$ cat src/rtl/uart_route_pkg.sv
package uart_route_pkg;
  typedef enum logic [1:0] {
    CH_NORMAL = 2'd0,
    CH_ECHO   = 2'd1,
    CH_LOCAL  = 2'd2,
    CH_REMOTE = 2'd3
  } chan_mode_e;

  // control register bit positions
  localparam int unsigned B_RXRST   = 0;
  localparam int unsigned B_TXRST   = 1;
  localparam int unsigned B_RXEN    = 2;
  localparam int unsigned B_RXDIS   = 3;
  localparam int unsigned B_TXEN    = 4;
  localparam int unsigned B_TXDIS   = 5;
  localparam int unsigned B_TMO     = 6;
  localparam int unsigned B_BRKGO   = 7;
  localparam int unsigned B_BRKSTOP = 8;

  // mode register field positions
  localparam int unsigned M_LEN_LO  = 1;
  localparam int unsigned M_PAR_LO  = 3;
  localparam int unsigned M_STOP_LO = 6;
  localparam int unsigned M_CH_LO   = 8;

  localparam logic [15:0] CTRL_RESET = 16'h0128;

  localparam int unsigned CTRL_ADDR = 0;
  localparam int unsigned MODE_ADDR = 1;
endpackage

$ cat src/rtl/uart_ctl_decode.sv
module uart_ctl_decode
  import uart_route_pkg::*;
#(
  parameter int REG_W  = 16,
  parameter int ADDR_W = 2
) (
  input  logic              clk,
  input  logic              rst,
  input  logic              reg_we,
  input  logic [ADDR_W-1:0] reg_addr,
  input  logic [REG_W-1:0]  reg_wdata,
  output logic              rx_en,
  output logic              tx_en,
  output logic              brk_req,
  output logic              tmo_restart,
  output logic              rxf_reset,
  output logic              txf_reset,
  output logic              rx_flush_req,
  output logic              tx_flush_req
);
  localparam logic RX_EN_RST = CTRL_RESET[B_RXEN] & ~CTRL_RESET[B_RXDIS];
  localparam logic TX_EN_RST = CTRL_RESET[B_TXEN] & ~CTRL_RESET[B_TXDIS];
  localparam logic BRK_RST   = CTRL_RESET[B_BRKGO] & ~CTRL_RESET[B_BRKSTOP];

  logic ctl_wr;
  logic unused_hi;

  assign ctl_wr       = reg_we && (reg_addr == ADDR_W'(CTRL_ADDR));
  assign rx_flush_req = ctl_wr && reg_wdata[B_RXRST];
  assign tx_flush_req = ctl_wr && reg_wdata[B_TXRST];
  assign unused_hi    = ^reg_wdata[REG_W-1:B_BRKSTOP+1];

  always_ff @(posedge clk) begin
    if (rst) begin
      rx_en       <= RX_EN_RST;
      tx_en       <= TX_EN_RST;
      brk_req     <= BRK_RST;
      tmo_restart <= 1'b0;
      rxf_reset   <= 1'b0;
      txf_reset   <= 1'b0;
    end else begin
      // flush and restart bits act once and are never held
      rxf_reset   <= rx_flush_req;
      txf_reset   <= tx_flush_req;
      tmo_restart <= ctl_wr && reg_wdata[B_TMO];
      if (ctl_wr) begin
        rx_en   <= reg_wdata[B_RXEN] & ~reg_wdata[B_RXDIS];
        tx_en   <= reg_wdata[B_TXEN] & ~reg_wdata[B_TXDIS];
        brk_req <= reg_wdata[B_BRKGO] & ~reg_wdata[B_BRKSTOP];
      end
    end
  end

  // a flush pulse lasts one cycle unless re-requested
  p_rx_flush_once_r1: assert property (@(posedge clk) disable iff (rst)
    (rxf_reset && !rx_flush_req) |=> !rxf_reset);
  p_tx_flush_once_r1: assert property (@(posedge clk) disable iff (rst)
    (txf_reset && !tx_flush_req) |=> !txf_reset);
  // break only starts after a control write
  p_brk_from_write_r3: assert property (@(posedge clk) disable iff (rst)
    $rose(brk_req) |-> $past(ctl_wr));
  // enables change only on a control write
  p_en_hold_r2: assert property (@(posedge clk) disable iff (rst)
    !ctl_wr |=> ($stable(rx_en) && $stable(tx_en)));
endmodule

$ cat src/rtl/uart_fmt_decode.sv
module uart_fmt_decode
  import uart_route_pkg::*;
#(
  parameter int REG_W  = 16,
  parameter int ADDR_W = 2
) (
  input  logic              clk,
  input  logic              rst,
  input  logic              reg_we,
  input  logic [ADDR_W-1:0] reg_addr,
  input  logic [REG_W-1:0]  reg_wdata,
  output chan_mode_e        chan_mode,
  output logic [3:0]        fmt_nbits,
  output logic              fmt_par_en,
  output logic              fmt_par_odd,
  output logic              fmt_two_stop
);
  logic       mode_wr;
  logic [1:0] len_f;
  logic [2:0] par_f;
  logic [1:0] stop_f;
  logic       unused_bits;

  assign mode_wr     = reg_we && (reg_addr == ADDR_W'(MODE_ADDR));
  assign len_f       = reg_wdata[M_LEN_LO +: 2];
  assign par_f       = reg_wdata[M_PAR_LO +: 3];
  assign stop_f      = reg_wdata[M_STOP_LO +: 2];
  assign unused_bits = reg_wdata[0] ^ (^reg_wdata[REG_W-1:M_CH_LO+2]);

  always_ff @(posedge clk) begin
    if (rst) begin
      chan_mode    <= CH_NORMAL;
      fmt_nbits    <= 4'd8;
      fmt_par_en   <= 1'b1;
      fmt_par_odd  <= 1'b0;
      fmt_two_stop <= 1'b0;
    end else if (mode_wr) begin
      chan_mode <= chan_mode_e'(reg_wdata[M_CH_LO +: 2]);
      case (len_f)
        2'd3:    fmt_nbits <= 4'd6;
        2'd2:    fmt_nbits <= 4'd7;
        default: fmt_nbits <= 4'd8;
      endcase
      fmt_par_en   <= (par_f == 3'd0) || (par_f == 3'd1);
      fmt_par_odd  <= (par_f == 3'd1);
      fmt_two_stop <= (stop_f == 2'd2);
    end
  end

  // data length is always one of the three legal sizes
  p_nbits_legal_r8: assert property (@(posedge clk) disable iff (rst)
    (fmt_nbits >= 4'd6) && (fmt_nbits <= 4'd8));
  // odd parity is only reported with parity enabled
  p_odd_needs_par_r8: assert property (@(posedge clk) disable iff (rst)
    fmt_par_odd |-> fmt_par_en);
  // mode holds without a mode write
  p_mode_hold_r4: assert property (@(posedge clk) disable iff (rst)
    !mode_wr |=> $stable(chan_mode));
endmodule

$ cat src/rtl/uart_char_steer.sv
module uart_char_steer
  import uart_route_pkg::*;
#(
  parameter int DW    = 8,
  parameter int SPC_W = 5
) (
  input  logic             clk,
  input  logic             rst,
  input  chan_mode_e       mode_i,
  input  logic             rx_en,
  input  logic             tx_en,
  input  logic             rx_flush_req,
  input  logic             tx_flush_req,
  input  logic             host_wr,
  input  logic [DW-1:0]    host_wdata,
  input  logic             rx_char_valid,
  input  logic [DW-1:0]    rx_char_data,
  output logic             rx_char_ready,
  input  logic [SPC_W-1:0] rxf_space,
  input  logic [SPC_W-1:0] txf_space,
  output logic             rxf_push,
  output logic [DW-1:0]    rxf_push_data,
  output logic             txf_push,
  output logic [DW-1:0]    txf_push_data,
  output logic             ovr_evt
);
  logic          dst_rx, dst_tx;
  logic          rx_room, tx_room;
  logic          accept, h_rx, h_tx;
  logic          rx_push_n, tx_push_n, ovr_n;
  logic [DW-1:0] push_data_n;

  // room after the push that is still on its way into each FIFO
  assign rx_room = rxf_space > {{(SPC_W-1){1'b0}}, rxf_push};
  assign tx_room = txf_space > {{(SPC_W-1){1'b0}}, txf_push};

  assign dst_rx = (mode_i == CH_NORMAL) || (mode_i == CH_ECHO);
  assign dst_tx = (mode_i == CH_REMOTE) || (mode_i == CH_ECHO);

  assign rx_char_ready = !host_wr && (!dst_rx || rx_room) && (!dst_tx || tx_room);
  assign accept        = rx_char_valid && rx_char_ready;

  assign h_rx = host_wr && (mode_i == CH_LOCAL) && rx_en;
  assign h_tx = host_wr && ((mode_i == CH_NORMAL) || (mode_i == CH_ECHO)) && tx_en;

  assign push_data_n = host_wr ? host_wdata : rx_char_data;
  assign rx_push_n   = ((accept && dst_rx && rx_en) || (h_rx && rx_room)) && !rx_flush_req;
  assign tx_push_n   = ((accept && dst_tx && tx_en) || (h_tx && tx_room)) && !tx_flush_req;
  assign ovr_n       = (h_rx && !rx_room) || (h_tx && !tx_room);

  always_ff @(posedge clk) begin
    if (rst) begin
      rxf_push      <= 1'b0;
      txf_push      <= 1'b0;
      ovr_evt       <= 1'b0;
      rxf_push_data <= '0;
      txf_push_data <= '0;
    end else begin
      rxf_push <= rx_push_n;
      txf_push <= tx_push_n;
      ovr_evt  <= ovr_n;
      if (rx_push_n) rxf_push_data <= push_data_n;
      if (tx_push_n) txf_push_data <= push_data_n;
    end
  end

  // echo mode with both directions active feeds both FIFOs
  p_echo_both_r5: assert property (@(posedge clk) disable iff (rst)
    (rx_char_valid && rx_char_ready && mode_i == CH_ECHO && rx_en && tx_en
     && !rx_flush_req && !tx_flush_req) |=> (rxf_push && txf_push));
  // a dropped host write never comes with a push
  p_ovr_no_push_r10: assert property (@(posedge clk) disable iff (rst)
    ovr_evt |-> (!rxf_push && !txf_push));
  // the last free slot is not offered twice
  p_last_slot_r6: assert property (@(posedge clk) disable iff (rst)
    (rxf_push && rxf_space == SPC_W'(1) && dst_rx) |-> !rx_char_ready);
  // host write in local loopback lands in the receive FIFO only
  p_local_host_r7: assert property (@(posedge clk) disable iff (rst)
    (host_wr && mode_i == CH_LOCAL && rx_en && rxf_space >= SPC_W'(2) && !rx_flush_req)
    |=> (rxf_push && !txf_push));
endmodule

$ cat src/rtl/uart_mode_router.sv
module uart_mode_router
  import uart_route_pkg::*;
#(
  parameter int DW     = 8,
  parameter int DEPTH  = 16,
  parameter int REG_W  = 16,
  parameter int ADDR_W = 2,
  localparam int SPC_W = $clog2(DEPTH + 1)
) (
  input  logic              clk,
  input  logic              rst,
  input  logic              reg_we,
  input  logic [ADDR_W-1:0] reg_addr,
  input  logic [REG_W-1:0]  reg_wdata,
  input  logic              host_wr,
  input  logic [DW-1:0]     host_wdata,
  input  logic              rx_char_valid,
  input  logic [DW-1:0]     rx_char_data,
  output logic              rx_char_ready,
  input  logic [SPC_W-1:0]  rxf_space,
  input  logic [SPC_W-1:0]  txf_space,
  output logic              rxf_push,
  output logic [DW-1:0]     rxf_push_data,
  output logic              txf_push,
  output logic [DW-1:0]     txf_push_data,
  output logic              rxf_reset,
  output logic              txf_reset,
  output logic              ovr_evt,
  output logic              rx_en,
  output logic              tx_en,
  output logic              brk_req,
  output logic              tmo_restart,
  output logic [1:0]        chan_mode,
  output logic [3:0]        fmt_nbits,
  output logic              fmt_par_en,
  output logic              fmt_par_odd,
  output logic              fmt_two_stop
);
  chan_mode_e mode_w;
  logic       rx_flush_w, tx_flush_w;

  assign chan_mode = mode_w;

  uart_ctl_decode #(.REG_W(REG_W), .ADDR_W(ADDR_W)) u_ctl (
    .clk, .rst, .reg_we, .reg_addr, .reg_wdata,
    .rx_en, .tx_en, .brk_req, .tmo_restart, .rxf_reset, .txf_reset,
    .rx_flush_req(rx_flush_w), .tx_flush_req(tx_flush_w)
  );

  uart_fmt_decode #(.REG_W(REG_W), .ADDR_W(ADDR_W)) u_fmt (
    .clk, .rst, .reg_we, .reg_addr, .reg_wdata,
    .chan_mode(mode_w), .fmt_nbits, .fmt_par_en, .fmt_par_odd, .fmt_two_stop
  );

  uart_char_steer #(.DW(DW), .SPC_W(SPC_W)) u_steer (
    .clk, .rst, .mode_i(mode_w), .rx_en, .tx_en,
    .rx_flush_req(rx_flush_w), .tx_flush_req(tx_flush_w),
    .host_wr, .host_wdata, .rx_char_valid, .rx_char_data, .rx_char_ready,
    .rxf_space, .txf_space, .rxf_push, .rxf_push_data, .txf_push, .txf_push_data,
    .ovr_evt
  );
endmodule

$ cat config.mk
export PLATFORM = sky130hd
export DESIGN_NAME = uart_mode_router
export DESIGN_NICKNAME = d
export VERILOG_FILES = /design/src/rtl/uart_route_pkg.sv /design/src/rtl/uart_ctl_decode.sv /design/src/rtl/uart_fmt_decode.sv /design/src/rtl/uart_char_steer.sv /design/src/rtl/uart_mode_router.sv
export SDC_FILE = /design/constraint.sdc
export NUM_CORES = 1
export LEC_CHECK = 0
export BUFFER_PORTS_ARGS = -buffer_cell sky130_fd_sc_hd__buf_4
export CAP_MARGIN = 15
export CORE_MARGIN = 1.5
export CORE_UTILIZATION = 48
export DETAILED_ROUTE_END_ITERATION = 10
export PLACE_DENSITY_LB_ADDON = 0.08
export SLEW_MARGIN = 40
export SYNTH_ARGS = -nofsm -noshare
export SYNTH_HDL_FRONTEND = slang
export SYNTH_SLANG_ARGS = --single-unit
$ cat constraint.sdc
create_clock -name clk -period 4.79 [get_ports clk]
set_clock_uncertainty 0.15 [all_clocks]
set_input_delay 0.958 -clock clk [delete_from_list [all_inputs] [get_ports clk]]
set_output_delay 0.958 -clock clk [all_outputs]
set_load 0.01 [all_outputs]
; After elaboration in Yosys (flattened, before gate mapping)
; Cells that the tools add are included.
[totals]
ff_bits = 34
output_inout_bits = 35
elab_cells = 74
inputBits = 49
[classes]
mux = 2
order_cmp = 2
n_reduce_logical = 40
n_eq_ne = 8
n_bitwise = 6
[op_table]
columns = op, n
row1 = logical AND 1 bit, 22
row2 = "== test 2 bit, second input constant", 5
row3 = > comparator 5 x 1 -> 1 bit, 2
row4 = logical OR 1 bit, 8
row5 = two-way mux 8 bit, 1
row6 = one-hot mux 4 bit (2 select lines), 1
row7 = logical NOT 1 bit, 7
row8 = "== test 2 x 1 -> 1 bit, second input constant", 2
row9 = logical NOT 2 bit, 2
row10 = bitwise AND 1 bit, 3
row11 = "== test 3 x 1 -> 1 bit, second input constant", 1
row12 = logical NOT 3 bit, 1
row13 = inverter 1 bit, 3

; Longest topological paths before layout
; Gate-level depths: netlist of the first run.
[depth]
ltp_word = 11
depth_mapped = 7

; Hierarchy
; A second synthesis of the first run with hierarchy kept.
[hier_totals]
cells_unflattened = 156
hier_area_um2 = 1689.1
[modules_own_cells]
columns = mod, seq_area_each_um2, area_each_um2, n_inst, cells_per_inst
row1 = uart_char_steer, 380.4, 1052.3, 1, 99
row2 = uart_fmt_decode, 160.2, 376.6, 1, 36
row3 = uart_ctl_decode, 120.1, 260.2, 1, 21

; Least setup slack after synthesis of the first run
; OpenSTA, ideal clock, no wires.
[synth_timing]
path_type = input to output
startpoint = input txf_space[0]
endpoint = output rx_char_ready
path_slack_ps = 1732
arrival_ps = 1950
n_path_buf = 0
cell_stages = 6
path_cell_list = inv_1 -> ha_1 -> or2_2 -> nand3_1 -> nand2_1 -> nor2_1
[synth_between]
elab_chain_len = 3
[synth_lines]
columns = element, line_no
row1 = "start, declared", uart_mode_router.sv:21  ; input logic [SPC_W-1:0] txf_space,
row2 = > comparator 5 x 1 -> 1 bit, uart_char_steer.sv:35  ; assign tx_room = txf_space > {{(SPC_W-1){1'b0}}, txf_push};
row3 = logical OR 1 bit, uart_char_steer.sv:40  ; assign rx_char_ready = !host_wr && (!dst_rx || rx_room) && (!dst_tx || tx_room);
row4 = logical AND 1 bit, uart_char_steer.sv:40
row5 = "end, declared", uart_mode_router.sv:19  ; output logic rx_char_ready,
; No other way between the ends.

; Final worst setup path of the first run
; Same ends and word-level chain as after synthesis.

==> results.toml, run 1 <==
[run_status]
outcome = "finished, final reports clean"

[logic_synthesis]
synthTopCellsByArea = "dfxtp_1 (42%), mux2_4 (7.6%), mux2i_1 (5.1%), nor2_1 (4.0%), a211oi_1 (3.8%)"
synth-main-ff-cell = "dfxtp_1"
yosys_warnings = 0
postSynthCellCount = 161
synth_top_area_frac = 0.418
syn_area_sq_um = 1580
synthArstFlopShare = 0
seq_area_frac_synth = 0.418
yosysUniqueCellTypes = 35
synth.largest_area_cell = "dfxtp_1"
avgSynthCellArea_sq_um = 9.82
synth_nets = 212
synth_seq_cells = 33
synth_edf_count = 0

[power_and_ir_drop]
p_leak_nw = 0.998
switching_share = 0.252
p_comb_frac = 0.153
ir_worst_vdd_mv = 0.192
power_per_cell_area_nw_per_um2 = 227
intPower_uw = 378
netSwitchingPower_uw = 127
pwr-share-seq = 0.557
power_uw = 505
p_clk_frac = 0.289

[drt]
detail_route.first_pass.iterations = 4
drt_wl_total_um = 3880
vias = 1494
route.detailed.drc = 0
drt-wirelength-per-cell_um = 13.8
postRouteAntennaNets = 0
via_per_inst = 5.32
drt_iter0_drc = 52

[cts]
cts_sinks = 33
insertion_delay_ns = 0.33
cts_setup_buffers = 0
h-tree-depth = 2
ctsLongestPathBuffers = 2
cts_tree = "done"
ctsResizeCount = 0
cts-root-buf = "clkbuf_4"
hold_buffers = 0
cts_buffers = 5
clkTransAtPathRegs_ns = 0.09

[timing]
final.period_utilization = 0.684
hold_viol = 0
setup_viol = 0
rsz0062_at_grt = "no"
relSlewSlack = 0.576
drv_slew = 0
tightest_slew_ns = 0.636
tns_ns = 0
fin_crit_ns = 3.28
timing.fmax_mhz = 305

[floorplan]
die_y_um = 60.4
row_count = 20
ios = 84
core_area_sq_um = 3100
die_w_um = 60.4
dieArea_sq_um = 3650
initial_core_util = 0.510

[grt]
grt_overflow = 0
grt_use_met1 = 0.257
grt_pass1_wl_um = 5880
antenna_found_initial = 0
grtUsageTotal = 0.220
use_met3 = 0.0768
grt_pass1_vias = 1323
grt_util_met2 = 0.373
grt_max_degree = 40
busiest_layer = "met2"

[cells_and_area]
area_growth_syn_to_layout_pct = 40.4
utilization = 0.716
drive_gt1_frac = 0.422
nets = 287
stdcell_area_sq_um = 2220
fin_cells = 281
regArea_sq_um = 661
antenna_cells = 0
mostFrequentLayoutCells = "buf_4 (77), dfxtp_1 (33), nor2_1 (17)"
fill_cells = 268
final_common_cell = "buf_4"
multi_input_area_sq_um = 867

[place]
dp_hpwl_um = 2890
io_buffer_count = 77
place_congestion = 0.727
dp.cells = 273
place_area_sq_um = 2170

[setup_path]
crit_path_top_delay_cell = "or2_2"
r2r_start = "u_steer.txf_push"
crit_fanout = 3
crit_top_cell = "buf_4"
cp.required_ns = 3.68
rrSetupSlack_ns = 2.53
critPathLaunchType = "input port"
cp.arrival_ns = 2.17
path_cells = "buf_4 -> inv_1 -> ha_1 -> or2_2 -> nand3_1 -> nand2_1 -> nor2_1 -> buf_4"
end_kind = "output port"
path_class = "input port to output port"
r2r_end = "u_steer.txf_push_data[5]"
cpPeakStageDelay_ns = 0.35
reg2reg_depth = 5

[worst_hold_path]
worstHoldPathType = "flip-flop to flip-flop"
worstHoldStart = "u_ctl.brk_req"
hold_path_end = "u_ctl.brk_req"
min_path_cells = 2

[flow_run]
drv_cap = 0
==> worst max path at each step <==
| stage | from | to | slack (ns) |
|---|---|---|---|
| after global placement | txf_space[0] | rx_char_ready | 1.56 |
| after global routing | txf_space[0] | rx_char_ready | 1.44 |
| after detailed placement | txf_space[0] | rx_char_ready | 1.52 |
| after floorplan | txf_space[0] | rx_char_ready | 1.73 |
| after CTS | txf_space[0] | rx_char_ready | 1.52 |
| final | txf_space[0] | rx_char_ready | 1.51 |
==> power groups by stage <==
stage	Sequential [mW]	Clock [mW]	Combinational, mW
4_1_cts	0.281	0.149	0.0776
3_3_place_gp	0.288	0	0.0753
6_report	0.281	0.146	0.0775
3_5_place_dp	0.288	0	0.0772
2_1_floorplan	0.289	0	0.0318
5_1_grt	0.282	0.163	0.0843
==> synthesized netlist by cell type, types with 3 or more instances <==
| cell | count |
|---|---|
| inv_1 | 3 |
| a21oi_1 | 11 |
| a31oi_1 | 8 |
| mux2i_1 | 8 |
| nor2_1 | 17 |
| dfxtp_1 | 33 |
| mux2_4 | 8 |
| nor2b_1 | 9 |
| clkbuf_1 | 6 |
| nand3b_1 | 5 |
| a211oi_1 | 8 |
| nand2_1 | 15 |
| and2_1 | 3 |
==> cell type report <==
| type | instances | area share |
|---|---|---|
| flip-flops and latches | 33 | 0.297 |
| inverters | 3 | 0.00507 |
| multi-input cells | 116 | 0.390 |
| repair buffers | 77 | 0.260 |
| well taps | 44 | 0.0248 |
| clock buffers | 8 | 0.0220 |
==> cells by family after synthesis <==
kind of cell               share of synthesized area
and+or+nand+nor                                0.241
adders and majority gates                     0.0158
buffers and inverters                         0.0340
muxes                                          0.127
DFF                                            0.418
AOI/OAI and AO/OA                              0.165
==> flip-flops by register name, summed over array words and instances, names as in the netlist <==
| register | count |
|---|---|
| u_ctl.tmo_restart | 1 |
| u_fmt.fmt_nbits | 3 |
| u_fmt.fmt_par_odd | 1 |
| u_steer.rxf_push_data | 8 |
| u_fmt.fmt_par_en | 1 |
| u_fmt.fmt_two_stop | 1 |
| u_ctl.txf_reset | 1 |
| u_ctl.tx_en | 1 |
| u_steer.rxf_push | 1 |
| u_ctl.brk_req | 1 |
| u_fmt.chan_mode | 2 |
| u_ctl.rxf_reset | 1 |
| u_steer.txf_push | 1 |
| u_steer.ovr_evt | 1 |
| u_steer.txf_push_data | 8 |
| u_ctl.rx_en | 1 |
==> layer usage <==
layer,up-vias,share of wire,routed length [um]
met1,699,0.42,1630
li1,725,-,-
met3,4,0.076,295
met4,0,0.0090,35
met2,66,0.50,1930
met5,-,0,0
==> metrics by stage <==
step / setup WS [ns] / hold slack [ns]
after floorplan: 1.73 / 0.326
after global placement: 1.56 / 0.291
after detailed placement: 1.52 / 0.303
after CTS: 1.52 / 0.322
after global routing: 1.44 / 0.339
final: 1.51 / 0.316
==> worst max-delay path: cells and delay by family <==
kind / cells / cell delay, ns
and+or+nand+nor: 4 / 0.69
adders and majority gates: 1 / 0.28
buffers and inverters: 3 / 0.24
Power figures use the tool's default switching activity.
==> run 2, diff against run 1 <==
ABC_AREA = 1   (was not set)
CORE_UTILIZATION = 44   (was 48)
clock period = 3.2 ns   (was 4.79 ns; I/O delays follow)
==> results.toml, run 2 <==
[grt]
antenna_found_initial = 0
grt_pass1_vias = 1359
grt_pass1_wl_um = 6210
grt_max_degree = 21
grtUsageTotal = 0.195
grt_overflow = 0

[logic_synthesis]
synthTopCellsByCount = "nand2_1 (37), dfxtp_1 (33), nor2_1 (27)"
synthXorXnorAreaFrac = 0
synth_seq_cells = 33
synth-simple-area-share = 0.300
avgSynthCellArea_sq_um = 7.86
synth_top_area_frac = 0.414
synthArstFlopShare = 0
synthAdderAreaFrac = 0.0157
synth_top_family_by_area = "simple AND/OR/NAND/NOR gates"
synth_nets = 254
seq_area_frac_synth = 0.414
synth_edf_count = 0
syn_area_sq_um = 1600
synth_mux_area_frac = 0.0502
synth-main-ff-cell = "dfxtp_1"
yosys_warnings = 0
postSynthCellCount = 203
synth_compound_area_frac = 0.124
synthTopCellsByArea = "dfxtp_1 (41%), nand2_1 (8.7%), nor2_1 (6.4%), a21oi_1 (5.6%), nand3_1 (5.6%)"
synth.most_common_cell = "nand2_1"
synth.largest_area_cell = "dfxtp_1"
yosysUniqueCellTypes = 29

[place]
place_congestion = 0.801
dp_hpwl_um = 2770
io_buffer_count = 77

[cts]
clkTransAtPathRegs_ns = 0.09
h-tree-depth = 2
ctsLongestPathBuffers = 2
cts_setup_buffers = 0
insertion_delay_ns = 0.33
cts_tree = "done"
cts-root-buf = "clkbuf_4"
ctsResizeCount = 0
hold_buffers = 0
cts_sinks = 33
cts_buffers = 5

[timing]
hold_viol = 0
hold_ws_ns = 0.319
relSlewSlack = 0.480
final.period_utilization = 0.768
rsz0062_at_grt = "no"
tns_ns = 0
tightest_slew_ns = 0.778
drv_slew = 0
timing.fmax_mhz = 407
setup_viol = 0
fin_crit_ns = 2.46

[cells_and_area]
reg_top3 = "u_steer.rxf_push_data (8), u_steer.txf_push_data (8), u_fmt.fmt_nbits (3)"
antenna_cells = 0
area_growth_syn_to_layout_pct = 38.4
mostFrequentLayoutCells = "buf_4 (77), nand2_1 (37), dfxtp_1 (33)"
nets = 328
fill_cells = 330
final_common_cell = "buf_4"
drive_gt1_frac = 0.379

[setup_path]
r2r_start = "u_steer.txf_push"
crit_fanout = 3
end_kind = "output port"
path_buf_inv = 5
cp-startpoint = "rxf_space[0]"
critPathLaunchType = "input port"
path_cells = "buf_4 -> inv_1 -> ha_1 -> inv_1 -> nand2_1 -> nand3_1 -> inv_1 -> nand2_1 -> nand2_1 -> nor2_1 -> buf_4"
cp.arrival_ns = 1.67
cp.required_ns = 2.41
crit_path_top_delay_cell = "ha_1"
path_class = "input port to output port"
crit_family = "simple AND/OR/NAND/NOR gates"
cpPeakStageDelay_ns = 0.27

[flow_run]
drv_cap = 0

[power_and_ir_drop]
ir_worst_vdd_mv = 0.236
power_per_cell_area_nw_per_um2 = 363
p_leak_nw = 1.06

[drt]
postRouteAntennaNets = 0
via_per_inst = 4.68
drt_iter0_drc = 72
drt_wl_total_um = 3690
detail_route.first_pass.iterations = 4
drt-wirelength-per-cell_um = 11.4
route.detailed.drc = 0
vias = 1512

[worst_hold_path]
worstHoldStart = "u_ctl.brk_req"
worstHoldPathType = "flip-flop to flip-flop"

[floorplan]
initial_core_util = 0.467
die_w_um = 63.2
core_area_sq_um = 3420
die_y_um = 63.2
row_count = 21
dieArea_sq_um = 4000
ios = 84

[run_status]
outcome = "finished, final reports clean"
run 2: area by class of cell:
class | instances | area, sq um | share of cell area
Multi-Input combinational cell | 140 | 781 | 0.354
Sequential cell | 33 | 661 | 0.299
Timing Repair Buffer | 77 | 578 | 0.262
Inverter | 20 | 75.1 | 0.0340
Tap cell | 46 | 57.6 | 0.0261
Clock buffer | 7 | 55.1 | 0.0249
run 2: final timing paths:
path	endpoint	slack (ns)	cells past startpoint
worst min register to register	u_ctl.brk_req	0.32	2
worst max register to register	u_steer.rxf_push_data[0]	1.36	11
worst min-delay path	u_ctl.brk_req	0.32	2
worst max-delay path	rx_char_ready	0.74	11
run 2: worst register-to-register path: stages (launching register included):
cell,delay (ns)
dfxtp_1,0.32
ha_1,0.26
inv_1,0.05
nand2_1,0.06
nand3_1,0.10
nor2_2,0.06
nor2_2,0.13
nand4_2,0.12
nand2_4,0.22
nand3_1,0.12
nand2_1,0.09
nor2_1,0.04
run 2: cell families after synthesis:
logic type / after synthesis
AND/OR/NAND/NOR: 98
multiplexers: 8
flip-flops: 33
adder cells (fa/ha/maj): 2
buffers and inverters: 30
AO/OA/AOI/OAI: 32
run 2: metal layers:
metal  vias to the layer above  part of all wire  global-route usage
met5                         -                 0                   0
met4                         0            0.0084              0.0707
met3                         4             0.071              0.0607
met2                        52              0.46               0.307
met1                       650              0.46               0.252
li1                        806                 -                   -
run 2: metrics by stage:
step	total power, mW	cell area, sq um	setup WS [ns]	std cells	utilization
finish	0.802	2210	0.743	323	0.646
global route	0.851	2210	0.624	323	0.646
CTS	0.814	2210	0.726	323	0.646
detailed placement	0.579	2150	0.727	316	0.630
global placement	0.578	2150	0.747	316	0.630
floorplan	0.509	1600	0.921	203	-
run 2: power by group:
group	internal (mW)	leakage, nW	switching [mW]
Combinational	0.0709	0.761	0.0668
Clock	0.104	0.0314	0.130
Sequential	0.423	0.268	0.00819
